`config.mk`:
```
export PLATFORM = sky130hd
export DESIGN_NAME = sync_hunter_top
export DESIGN_NICKNAME = d
export VERILOG_FILES = /design/src/rtl/sync_hunt_pkg.sv /design/src/rtl/sync_shifter.sv /design/src/rtl/sync_match.sv /design/src/rtl/sync_assembler.sv /design/src/rtl/sync_ctrl.sv /design/src/rtl/sync_hunter_top.sv
export SDC_FILE = /design/constraint.sdc
export NUM_CORES = 1
export LEC_CHECK = 0
export BUFFER_PORTS_ARGS = -buffer_cell sky130_fd_sc_hd__clkbuf_2
export CAP_MARGIN = 20
export CORE_ASPECT_RATIO = 0.5
export CORE_MARGIN = 3
export CORE_UTILIZATION = 45
export DETAILED_ROUTE_END_ITERATION = 10
export PLACE_DENSITY_LB_ADDON = 0.05
export SYNTH_ARGS = -nofsm -noshare
export SYNTH_HDL_FRONTEND = slang
export SYNTH_SLANG_ARGS = --single-unit
```
`constraint.sdc`:
```
create_clock -name clk -period 4.4 [get_ports clk]
set_input_delay 1.1 -clock clk [delete_from_list [all_inputs] [get_ports clk]]
set_output_delay 1.1 -clock clk [all_outputs]
set_load 0.1 [all_outputs]
```
`src/rtl/sync_hunt_pkg.sv`:
```
package sync_hunt_pkg;
    typedef enum logic [1:0] {
        ST_IDLE   = 2'd0,
        ST_HUNT   = 2'd1,
        ST_LOCKED = 2'd2
    } hunt_state_t;
endpackage

```
`src/rtl/sync_shifter.sv`:
```
module sync_shifter #(
    parameter int WIN_W = 16,
    localparam int CW = $clog2(WIN_W + 1)
) (
    input  logic             clk,
    input  logic             rst_n,
    input  logic             clr,
    input  logic             shift,
    input  logic             bit_in,
    output logic [WIN_W-1:0] win_next,
    output logic [CW-1:0]    fill_next
);
    localparam logic [CW-1:0] FULL = CW'(WIN_W);

    logic [WIN_W-1:0] win_q;
    logic [CW-1:0]    fill_q;

    always_comb begin
        win_next  = shift ? {win_q[WIN_W-2:0], bit_in} : win_q;
        fill_next = (shift && fill_q != FULL) ? fill_q + 1'b1 : fill_q;
    end

    always_ff @(posedge clk) begin
        if (!rst_n || clr) begin
            win_q  <= '0;
            fill_q <= '0;
        end else begin
            win_q  <= win_next;
            fill_q <= fill_next;
        end
    end
endmodule

```
`src/rtl/sync_match.sv`:
```
module sync_match #(
    parameter int              BYTE_W   = 8,
    parameter logic [BYTE_W-1:0] FIXED_HI = 8'h2D,
    localparam int WIN_W = 2 * BYTE_W,
    localparam int CW    = $clog2(WIN_W + 1)
) (
    input  logic [WIN_W-1:0]  win,
    input  logic [CW-1:0]     fill,
    input  logic [BYTE_W-1:0] pat_lo,
    input  logic              word_mode,
    output logic              hit
);
    localparam logic [CW-1:0] NEED_BYTE = CW'(BYTE_W);
    localparam logic [CW-1:0] NEED_WORD = CW'(WIN_W);

    always_comb begin
        if (word_mode)
            hit = (win == {FIXED_HI, pat_lo}) && (fill >= NEED_WORD);
        else
            hit = (win[BYTE_W-1:0] == pat_lo) && (fill >= NEED_BYTE);
    end
endmodule

```
`src/rtl/sync_assembler.sv`:
```
module sync_assembler #(
    parameter int BYTE_W = 8,
    localparam int CNTW = $clog2(BYTE_W)
) (
    input  logic              clk,
    input  logic              rst_n,
    input  logic              clr,
    input  logic              take,
    input  logic              bit_in,
    output logic [BYTE_W-1:0] byte_data,
    output logic              byte_valid
);
    localparam logic [CNTW-1:0] LAST = CNTW'(BYTE_W - 1);

    logic [BYTE_W-2:0] acc_q;
    logic [CNTW-1:0]   cnt_q;

    always_ff @(posedge clk) begin
        if (!rst_n || clr) begin
            acc_q      <= '0;
            cnt_q      <= '0;
            byte_data  <= '0;
            byte_valid <= 1'b0;
        end else if (take) begin
            acc_q <= {acc_q[BYTE_W-3:0], bit_in};
            if (cnt_q == LAST) begin
                byte_data  <= {acc_q, bit_in};
                byte_valid <= 1'b1;
                cnt_q      <= '0;
            end else begin
                byte_valid <= 1'b0;
                cnt_q      <= cnt_q + 1'b1;
            end
        end else begin
            byte_valid <= 1'b0;
        end
    end
endmodule

```
`src/rtl/sync_ctrl.sv`:
```
module sync_ctrl
    import sync_hunt_pkg::*;
(
    input  logic clk,
    input  logic rst_n,
    input  logic enable,
    input  logic bit_valid,
    input  logic hit,
    output logic clr,
    output logic shift,
    output logic take,
    output logic match_pulse,
    output logic synced
);
    hunt_state_t state_q, state_d;

    always_comb begin
        state_d = state_q;
        unique case (state_q)
            ST_IDLE:   if (enable) state_d = ST_HUNT;
            ST_HUNT:   if (!enable) state_d = ST_IDLE;
                       else if (bit_valid && hit) state_d = ST_LOCKED;
            ST_LOCKED: if (!enable) state_d = ST_IDLE;
            default:   state_d = ST_IDLE;
        endcase
    end

    always_ff @(posedge clk) begin
        if (!rst_n) state_q <= ST_IDLE;
        else        state_q <= state_d;
    end

    always_comb begin
        clr   = !enable;
        shift = enable && bit_valid && (state_q == ST_HUNT);
        take  = enable && bit_valid && (state_q == ST_LOCKED);
    end

    always_ff @(posedge clk) begin
        if (!rst_n) match_pulse <= 1'b0;
        else        match_pulse <= shift && hit;
    end

    assign synced = (state_q == ST_LOCKED);

    a_r5_pulse_one_cycle: assert property (@(posedge clk) disable iff (!rst_n)
        match_pulse |=> !match_pulse);
    a_r5_pulse_with_sync: assert property (@(posedge clk) disable iff (!rst_n)
        match_pulse |-> synced);
    a_r6_sticky: assert property (@(posedge clk) disable iff (!rst_n)
        (synced && enable) |=> synced);
    a_r9_disable_clears: assert property (@(posedge clk) disable iff (!rst_n)
        !enable |=> (!synced && !match_pulse));
endmodule

```
`src/rtl/sync_hunter_top.sv`:
```
module sync_hunter_top #(
    parameter int                BYTE_W   = 8,
    parameter logic [BYTE_W-1:0] FIXED_HI = 8'h2D
) (
    input  logic              clk,
    input  logic              rst_n,
    input  logic              enable,
    input  logic              bit_valid,
    input  logic              bit_in,
    input  logic [BYTE_W-1:0] pattern_lo,
    input  logic              word_mode,
    output logic              match_pulse,
    output logic              synced,
    output logic [BYTE_W-1:0] byte_data,
    output logic              byte_valid
);
    localparam int WIN_W = 2 * BYTE_W;
    localparam int CW    = $clog2(WIN_W + 1);

    logic             clr, shift, take, hit;
    logic [WIN_W-1:0] win_next;
    logic [CW-1:0]    fill_next;

    sync_shifter #(.WIN_W(WIN_W)) u_shift (
        .clk(clk), .rst_n(rst_n), .clr(clr), .shift(shift), .bit_in(bit_in),
        .win_next(win_next), .fill_next(fill_next)
    );

    sync_match #(.BYTE_W(BYTE_W), .FIXED_HI(FIXED_HI)) u_match (
        .win(win_next), .fill(fill_next), .pat_lo(pattern_lo),
        .word_mode(word_mode), .hit(hit)
    );

    sync_ctrl u_ctrl (
        .clk(clk), .rst_n(rst_n), .enable(enable), .bit_valid(bit_valid),
        .hit(hit), .clr(clr), .shift(shift), .take(take),
        .match_pulse(match_pulse), .synced(synced)
    );

    sync_assembler #(.BYTE_W(BYTE_W)) u_asm (
        .clk(clk), .rst_n(rst_n), .clr(clr), .take(take), .bit_in(bit_in),
        .byte_data(byte_data), .byte_valid(byte_valid)
    );

    a_r7_valid_needs_sync: assert property (@(posedge clk) disable iff (!rst_n)
        byte_valid |-> synced);
    a_r8_idle_strobe_quiet: assert property (@(posedge clk) disable iff (!rst_n)
        !bit_valid |=> (!match_pulse && !byte_valid));
    a_r7_valid_one_cycle: assert property (@(posedge clk) disable iff (!rst_n)
        byte_valid |=> !byte_valid);
endmodule

```
# --- Word-level counts from Yosys, hierarchy flattened ---
# Index checks and enable logic that the tools add are counted.
totals:
  reg_bits: 43
  inputBits: 14
  elab_cells: 47
op_classes:
  addsub: 2
  magnitude_cmp: 2
  n_eq_ne: 9
  n_mux: 10
  n_bitwise: 1
  reduce_logical: 15
ops:
  columns: ["operator", "count"]
  rows:
  - ["$eq A16 B14 Y1", 1]
  - ["$mux W16", 1]
  - ["$eq A8 B8 Y1", 1]
  - ["$logic_and A1 B1 Y1", 8]
  - ["$mux W2", 4]
  - ["$pmux W2 S3", 1]
  - ["$add A5 B1 Y5 const B", 1]
  - ["$ge A5 B4 Y1 const B", 1]
  - ["$ge A5 B5 Y1 const B", 1]
  - ["$mux W5", 1]
  - ["$ne A5 B5 Y1 const B", 1]
  - ["$ne A2 B2 Y1 const B", 2]
  - ["$add A3 B1 Y3 const B", 1]
  - ["$eq A3 B3 Y1 const B", 1]
  - ["$mux W3", 1]
  - ["$ne A3 B2 Y1 const B", 1]
  - ["$reduce_and A3 Y1", 1]
  - ["$eq A2 B1 Y1 const B", 1]
  - ["$eq A2 B2 Y1 const B", 1]
  - ["$logic_not A1 Y1", 2]
  - ["$logic_not A2 Y1", 1]
  - ["$mux W1", 2]
  - ["$reduce_and A2 Y1", 1]
  - ["$reduce_or A2 Y1", 1]
  - ["2 further kinds", 2]

# --- Depth between registers and ports, before layout ---
# Gate-level depths: netlist (run 1).
depth:
  word_depth: 11
  mapped_depth: 7
  mapped_depth_nobuf: 6

# --- By module ---
# From an unflattened synthesis (run 1), not the netlist that was laid out.
unflattened:
  cells_unflattened: 190
  area_unflattened_um2: 1956.9
by_module_without_submodules:
  columns: ["mod", "instances", "cells_per_inst", "area_each_um2"]
  rows:
  - ["sync_shifter", 1, 85, 910.9]
  - ["sync_assembler", 1, 77, 789.5]
  - ["sync_match", 1, 15, 133.9]
  - ["sync_ctrl", 1, 13, 122.6]

# --- Least setup slack after synthesis (run 1) ---
# Ideal clock, no wire load.
synth_timing:
  path_kind: "register -> output"
  start: "reg u_ctrl.state_q[1]"
  end: "out synced"
  arrival_ps: 1770
  path_slack_ps: 1530
  path_stages_with_launch: 2
  path_buffers: 0
  cell_sequence: "dfxtp_1 > nor2b_1"
synth_between:
  elab_chain_cells: 1
synth_lines:
  columns: ["element", "line_no", "source"]
  rows:
  - ["start: declaration", "sync_ctrl.sv:15", "hunt_state_t state_q, state_d;"]
  - ["start signal: assignment", "sync_ctrl.sv:30", "else state_q <= state_d;"]
  - ["$eq A2 B2 Y1", "sync_ctrl.sv:44", "assign synced = (state_q == ST_LOCKED);"]
  - ["end: declaration", "sync_hunter_top.sv:13", "output logic synced,"]
# No other way between the ends.

# --- Worst setup path after layout (run 1) ---
# Ends and elaborated chain as after synthesis.

==> out/qor.yml, run 1 <==
crit_path_max_fanout: 4
synthFlopType: "dfxtp_1"
die-height_um: 52.1
fin_skew_ns: 0.00278
io_buffers: 24
grt.total_usage_pct: 16.9
relSlewSlack_pct: 58.2
final_layout_size_suffix_gt1_share_pct: 14.2
totalWireLength_um: 3900
power_density_nw_per_um2: 323
dr.pass1.iters: 4
area_delta_synth_final_pct: 12.6
drt_iter0_drc: 62
cts_root_buffer: "clkbuf_8"
die_area_um2: 5110
place_ws_ns: 1.56
r2r_start: "u_ctrl.state_q[1]"
period_needed_ns: 2.54
ys_top_cells_by_count: "62 x nand2_1, 43 x dfxtp_1, 37 x a21oi_1"
crit_chain: "nor2b_1, clkbuf_2"
crit_slowest_cell: "clkbuf_2"
met1_usage_pct: 21.7
yosysTopAreaCell: "dfxtp_1"
netlist_top_cells_area: "dfxtp_1 45%, nand2_1 12%, a21oi_1 9.7%"
swShare_pct: 21.7
synth_cell_types: 31
p_int_uw: 544
clkPwrFrac_pct: 39.2
worstHoldStart: "u_asm.byte_data[5]"
switchingPower_uw: 150
yosys_warnings: 0
busiest_layer: "met2"
die_w_um: 98.2
worst_ep_required_time_ns: 3.30
cts_max_level: 2
dp_hpwl_um: 2690
ys_seq_area_share_pct: 45.0
hold_violations: 0
cts.clk_slew.worst_paths_ns: 0.08
syn_nets: 256
comb_power_share_pct: 4.6
hold_class: "flip-flop to flip-flop"
timing.fmax_ghz: 0.393
drc: 0
crit_path_start_kind: "flip-flop"
rsz0062_at_grt: "no"
synth_edf_count: 0
fin_setup_tns_ns: 0
syn_area_um2: 1910
drv_cap: 0
postRouteAntennaNets: 0
pin_count: 25
vias: 1618
core_um2: 3980
grt_pass1_vias: 1537
ir_drop_v: 0.000155
grtUsageMet2_pct: 27.1
worst_pin_slew_ns: 0.627
diodes: 0
clock_latency_ns: 0.29
use_met3_pct: 5.49
gp_congestion: 0.821
synth-seq-cells: 43
routedWlPerCell_um: 12.4
synth_top_cell_area_share_pct: 45.0
rr_worst_depth: 6
setup_viol: 0
arrival_ns: 1.44
grt_max_degree: 42
critPathLaunch: "u_ctrl.state_q[1]"
post-cts-setup-buffers: 0
clockBufferDepth: 2
holdBufCountCts: 0
grt_pass1_wl_um: 6800
cp-end-kind: "primary output"
period_share_pct: 57.8
r2r_setup_slack_ns: 2.41
max_stage_delay_ns: 0.51
overflow: 0
antenna_found_initial: 0
min_path_cells: 2
cts_resized: 0
outcome: "complete, no violations"
synth_cells: 238
worst_slack_ns: 1.86
syn_area_per_cell_um2: 8.03
cts.sinks: 43
numCtsBuffers: 5
p_seq_share_pct: 56.2
drv_slew: 0
via_per_inst: 5.15
cts_tree: "yes"
num_rows: 16
worstSetupPathType: "flip-flop to primary output"
async_reset_ff_share_pct: 0
p_leak_uw: 0.000770
synth.most_common_cell: "nand2_1"
layout.nets: 277
start_util_pct: 48.0
## final cells by class
| class | instances | area, µm² |
|---|---|---|
| clock buffers | 8 | 100 |
| fillers | 386 | 1830 |
| inverters | 7 | 26.3 |
| multi-input cells | 175 | 956 |
| flip-flops and latches | 43 | 861 |
| well taps | 54 | 67.6 |
| repair buffers | 27 | 143 |
## stage by stage
stage               utilization (%)  std cells  area (µm²)  power, µW  hold slack, ns
global placement               51.5        306        2050        431           0.443
global route                   54.1        314        2150        730           0.482
detailed placement             51.5        306        2050        432           0.447
floorplan                         -        238        1910        418           0.436
finish                         54.1        314        2150        695           0.456
CTS                            54.1        314        2150        705           0.458
## layer usage
metal	vias up	routed length, µm
li1	843	-
met1	748	1990
met2	23	1740
met3	4	153
met4	0	14
met5	-	0
## final timing paths
path / end
max: synced
min: u_asm.byte_data[5]
max reg2reg: u_ctrl.state_q[0]
min reg2reg: u_asm.byte_data[5]
## power groups by stage
stage,combinational [µW],clock [µW],sequential [µW]
6_report,32.3,272,390
5_1_grt,36.5,303,390
4_1_cts,32.4,282,390
3_5_place_dp,32.3,0,399
3_3_place_gp,31.7,0,399
2_1_floorplan,19.0,0,399
## layout by cell type, fill, tap and decap left out, types with 2 or more instances in the layout
master,synthesis,routed
nand3_1,16,16
a31oi_1,2,2
xnor2_1,4,4
clkbuf_8,0,7
nor2_1,12,12
xor2_1,12,12
dfxtp_1,43,43
nor4bb_1,4,4
ha_1,4,4
nand2_1,62,62
a221oi_1,2,2
a21oi_1,37,37
nor3_1,5,5
clkbuf_2,0,24
buf_4,0,3
a22oi_1,2,2
inv_1,7,7
## worst max-delay path: cells and delay by family, from the launching register on
family        cells  cell delay [ns]
buf+inv           1             0.51
simple gates      1             0.26
flops             1             0.38
## state kept, by name (all words and copies together), names as in the netlist
signal / count
u_shift.win_q: 16
u_asm.byte_data: 8
u_asm.acc_q: 7
u_shift.fill_q: 5
u_asm.cnt_q: 3
u_ctrl.state_q: 2
u_asm.byte_valid: 1
u_ctrl.match_pulse: 1
## kinds of logic after synthesis
| family | after synthesis | share of synthesized area, % |
|---|---|---|
| AND/OR/NAND/NOR | 107 | 25.8 |
| XOR/XNOR | 16 | 7.33 |
| AO/OA/AOI/OAI | 48 | 14.3 |
| adder cells (fa/ha/maj) | 4 | 2.62 |
| buffers and inverters | 20 | 4.97 |
| flip-flops | 43 | 45.0 |
Power figures use the tool's default switching activity.
==> run 2, diff against run 1 <==
==> constraint.sdc (replaced) <==
create_clock -name clk -period 2.51 [get_ports clk]
set_input_delay 0.6275 -clock clk [delete_from_list [all_inputs] [get_ports clk]]
set_output_delay 0.6275 -clock clk [all_outputs]
set_load 0.1 [all_outputs]
==> run 2 against run 1 <==
  * Non-clock buffer count rose by 1
  * Worst hold slack gained 0.0010 ns
  * Clock power up 58%
  * Setup slack worse by 1.4 ns
  * Sequential cell count unchanged
  * Global-route usage grew 0.13 points
  * Register-to-register slack got worse by 1.9 ns
  * Via count fell by 0.19%
  * Total power is 68% higher
  * Clock skew up 0.00075 ns
  * Final cell count rose by 0.32%
  * Largest power group unchanged
  * Highest routed layer unchanged
==> out/qor.yml, run 2 (synthesized netlist as in run 1, its figures left out) <==
outcome: "complete, no violations"  # unchanged
worst_pin_slew_ns: 0.624  # was 0.627 ns
worst_path_dominant_cell_family: "simple AND/OR/NAND/NOR gates"  # was buffers and inverters
period_share_pct: 80.0
setup_viol: 0  # unchanged
core_um2: 3980  # unchanged
cp-end-kind: "flip-flop"  # was primary output
grt_pass1_wl_um: 6850  # was 6800 µm
clockBufferDepth: 2  # unchanged
clkPwrFrac_pct: 36.7  # was 39.2%
area_delta_synth_final_pct: 12.6  # about the same
worst_slack_ns: 0.501  # was 1.86 ns
grt.total_usage_pct: 17.1  # was 16.9%
layout.nets: 278  # was 277
final_layout_size_suffix_gt1_share_pct: 15.3  # was 14.2%
routedWlPerCell_um: 12.4  # about the same
numCtsBuffers: 5  # unchanged
die_w_um: 98.2  # unchanged
die-height_um: 52.1  # unchanged
postRouteAntennaNets: 0  # unchanged
vias: 1615  # was 1618
max_stage_delay_ns: 0.61  # was 0.51 ns
crit_chain: "clkbuf_2, and4b_1, nand4_1, o32a_1, nand2_1, nand3_1, o21a_1"  # was nor2b_1, clkbuf_2
antenna_found_initial: 0  # unchanged
timing.fmax_ghz: 0.498
p_int_uw: 896  # was 544 µW
drv_slew: 0  # unchanged
overflow: 0  # unchanged
place_ws_ns: 0.211  # was 1.56 ns
multi_input_area_um2: 958  # was 956 µm²
gp_congestion: 0.745  # was 0.821
arrival_ns: 2.20  # was 1.44 ns
pin_count: 25  # unchanged
fin_setup_tns_ns: 0  # unchanged
crit_path_max_fanout: 15  # was 4
final_common_cell: "nand2_1"  # unchanged
cts_max_level: 2  # unchanged
power_density_nw_per_um2: 544  # was 323 nW/µm²
cts.clk_slew.worst_paths_ns: 0.08  # about the same
worst_ep_required_time_ns: 2.70  # was 3.30 ns
p_leak_uw: 0.000764  # was 0.000770 µW
drv_cap: 0  # unchanged
diodes: 0  # unchanged
ir_drop_v: 0.000265  # was 0.000155 V
start_util_pct: 48.0  # unchanged
fin_skew_ns: 0.00354  # was 0.00278 ns
dp_hpwl_um: 2730  # was 2690 µm
crit_slowest_cell: "and4b_1"  # was clkbuf_2
via_per_inst: 5.13  # was 5.15
switchingPower_uw: 274  # was 150 µW
worstSetupPathType: "input pin to flip-flop"  # was flip-flop to primary output
hold_class: "flip-flop to flip-flop"  # unchanged
swShare_pct: 23.4  # was 21.7%
num_rows: 16  # unchanged
dp.cells: 307  # was 306
cp.buffers_inverters: 1  # unchanged
finalNonFillerCells: 315  # was 314
totalWireLength_um: 3900  # about the same
crit_path_start_kind: "input pin"  # was flip-flop
drc: 0  # unchanged
fill_cells: 413  # was 386
p_seq_share_pct: 58.4  # was 56.2%
grt_pass1_vias: 1500  # was 1537
rsz0062_at_grt: "no"  # unchanged
regArea_um2: 861  # unchanged
drt_iter0_drc: 62  # unchanged
largest_reg_flops: 16  # unchanged
layout_common_cells: "62 x nand2_1, 43 x dfxtp_1, 37 x a21oi_1, 24 x clkbuf_2, 16 x nand3_1"  # unchanged
cts_root_buffer: "clkbuf_8"  # unchanged
io_buffers: 24  # unchanged
grt_max_degree: 42  # unchanged
period_needed_ns: 2.01
die_area_um2: 5110  # unchanged
relSlewSlack_pct: 58.3  # was 58.2%
cts_resized: 0  # unchanged
cts.sinks: 43  # unchanged
post-cts-setup-buffers: 0  # unchanged
holdBufCountCts: 0  # unchanged
clock_latency_ns: 0.29  # about the same
cts_tree: "yes"  # unchanged
comb_power_share_pct: 4.9  # was 4.6%
reg_top3: "u_shift.win_q (16), u_asm.byte_data (8), u_asm.acc_q (7)"  # unchanged
hold_ws_ns: 0.457  # was 0.456 ns
hold_violations: 0  # unchanged
dr.pass1.iters: 4  # unchanged
largest-register: "u_shift.win_q"  # unchanged
## run 2: cell count changes in the layout (fill, tap and decap cells not counted)
cell / delta
buf_4: +1
clkinv_2: +1
nor2b_2: +1
nor2b_1: -1
clkinvlp_4: +2
clkbuf_8: -2
clkbuf_1: -1
## run 2: final cells by class
class,instances,area share (%)
inverter,7,1.22
sequential,43,40.0
timing repair buffer,28,6.98
clock buffer,5,3.20
multi-input combinational,175,44.5
tap,54,3.14
clock inverter,3,0.930
## run 2: path summary, 6_finish.rpt
path | startpoint | endpoint | slack (ns) | depth (start not counted)
max | enable | u_ctrl.state_q[0] | 0.50 | 7
min | u_asm.byte_data[6] | u_asm.byte_data[6] | 0.46 | 2
max reg2reg | u_ctrl.state_q[0] | u_ctrl.state_q[0] | 0.56 | 6
min reg2reg | u_asm.byte_data[6] | u_asm.byte_data[6] | 0.46 | 2
## run 2: metal layers
layer	up-vias	track usage (%)	share of wire (%)
met5	-	0	0
met1	741	21.6	51
met4	0	5.67	0.87
met2	26	28.3	44
met3	5	5.22	4.4
li1	843	-	-
## run 2: through the flow
step           utilization [%]  cell area (µm²)  power, µW
2_1_floorplan                -             1910        733
3_5_place_dp              51.8             2060        757
3_3_place_gp              51.8             2060        756
6_report                  54.0             2150       1170
4_1_cts                   54.0             2150       1190
5_1_grt                   54.0             2150       1220
## run 2: worst reg2reg max path: stages (launching register included)
cell and delay, ns:
dfxtp_1 0.39, and4b_1 0.63, nand4_1 0.27, o32a_1 0.23
nand2_1 0.09, nand3_1 0.08, o21a_1 0.17
## run 2: power groups by stage
| stage | clock network, µW | registers, µW | logic (µW) |
|---|---|---|---|
| after floorplan | 0 | 700 | 33.4 |
| after global placement | 0 | 700 | 55.9 |
| after detailed placement | 0 | 700 | 56.9 |
| after CTS | 447 | 684 | 57.1 |
| after global routing | 475 | 684 | 63.8 |
| final | 430 | 684 | 56.8 |
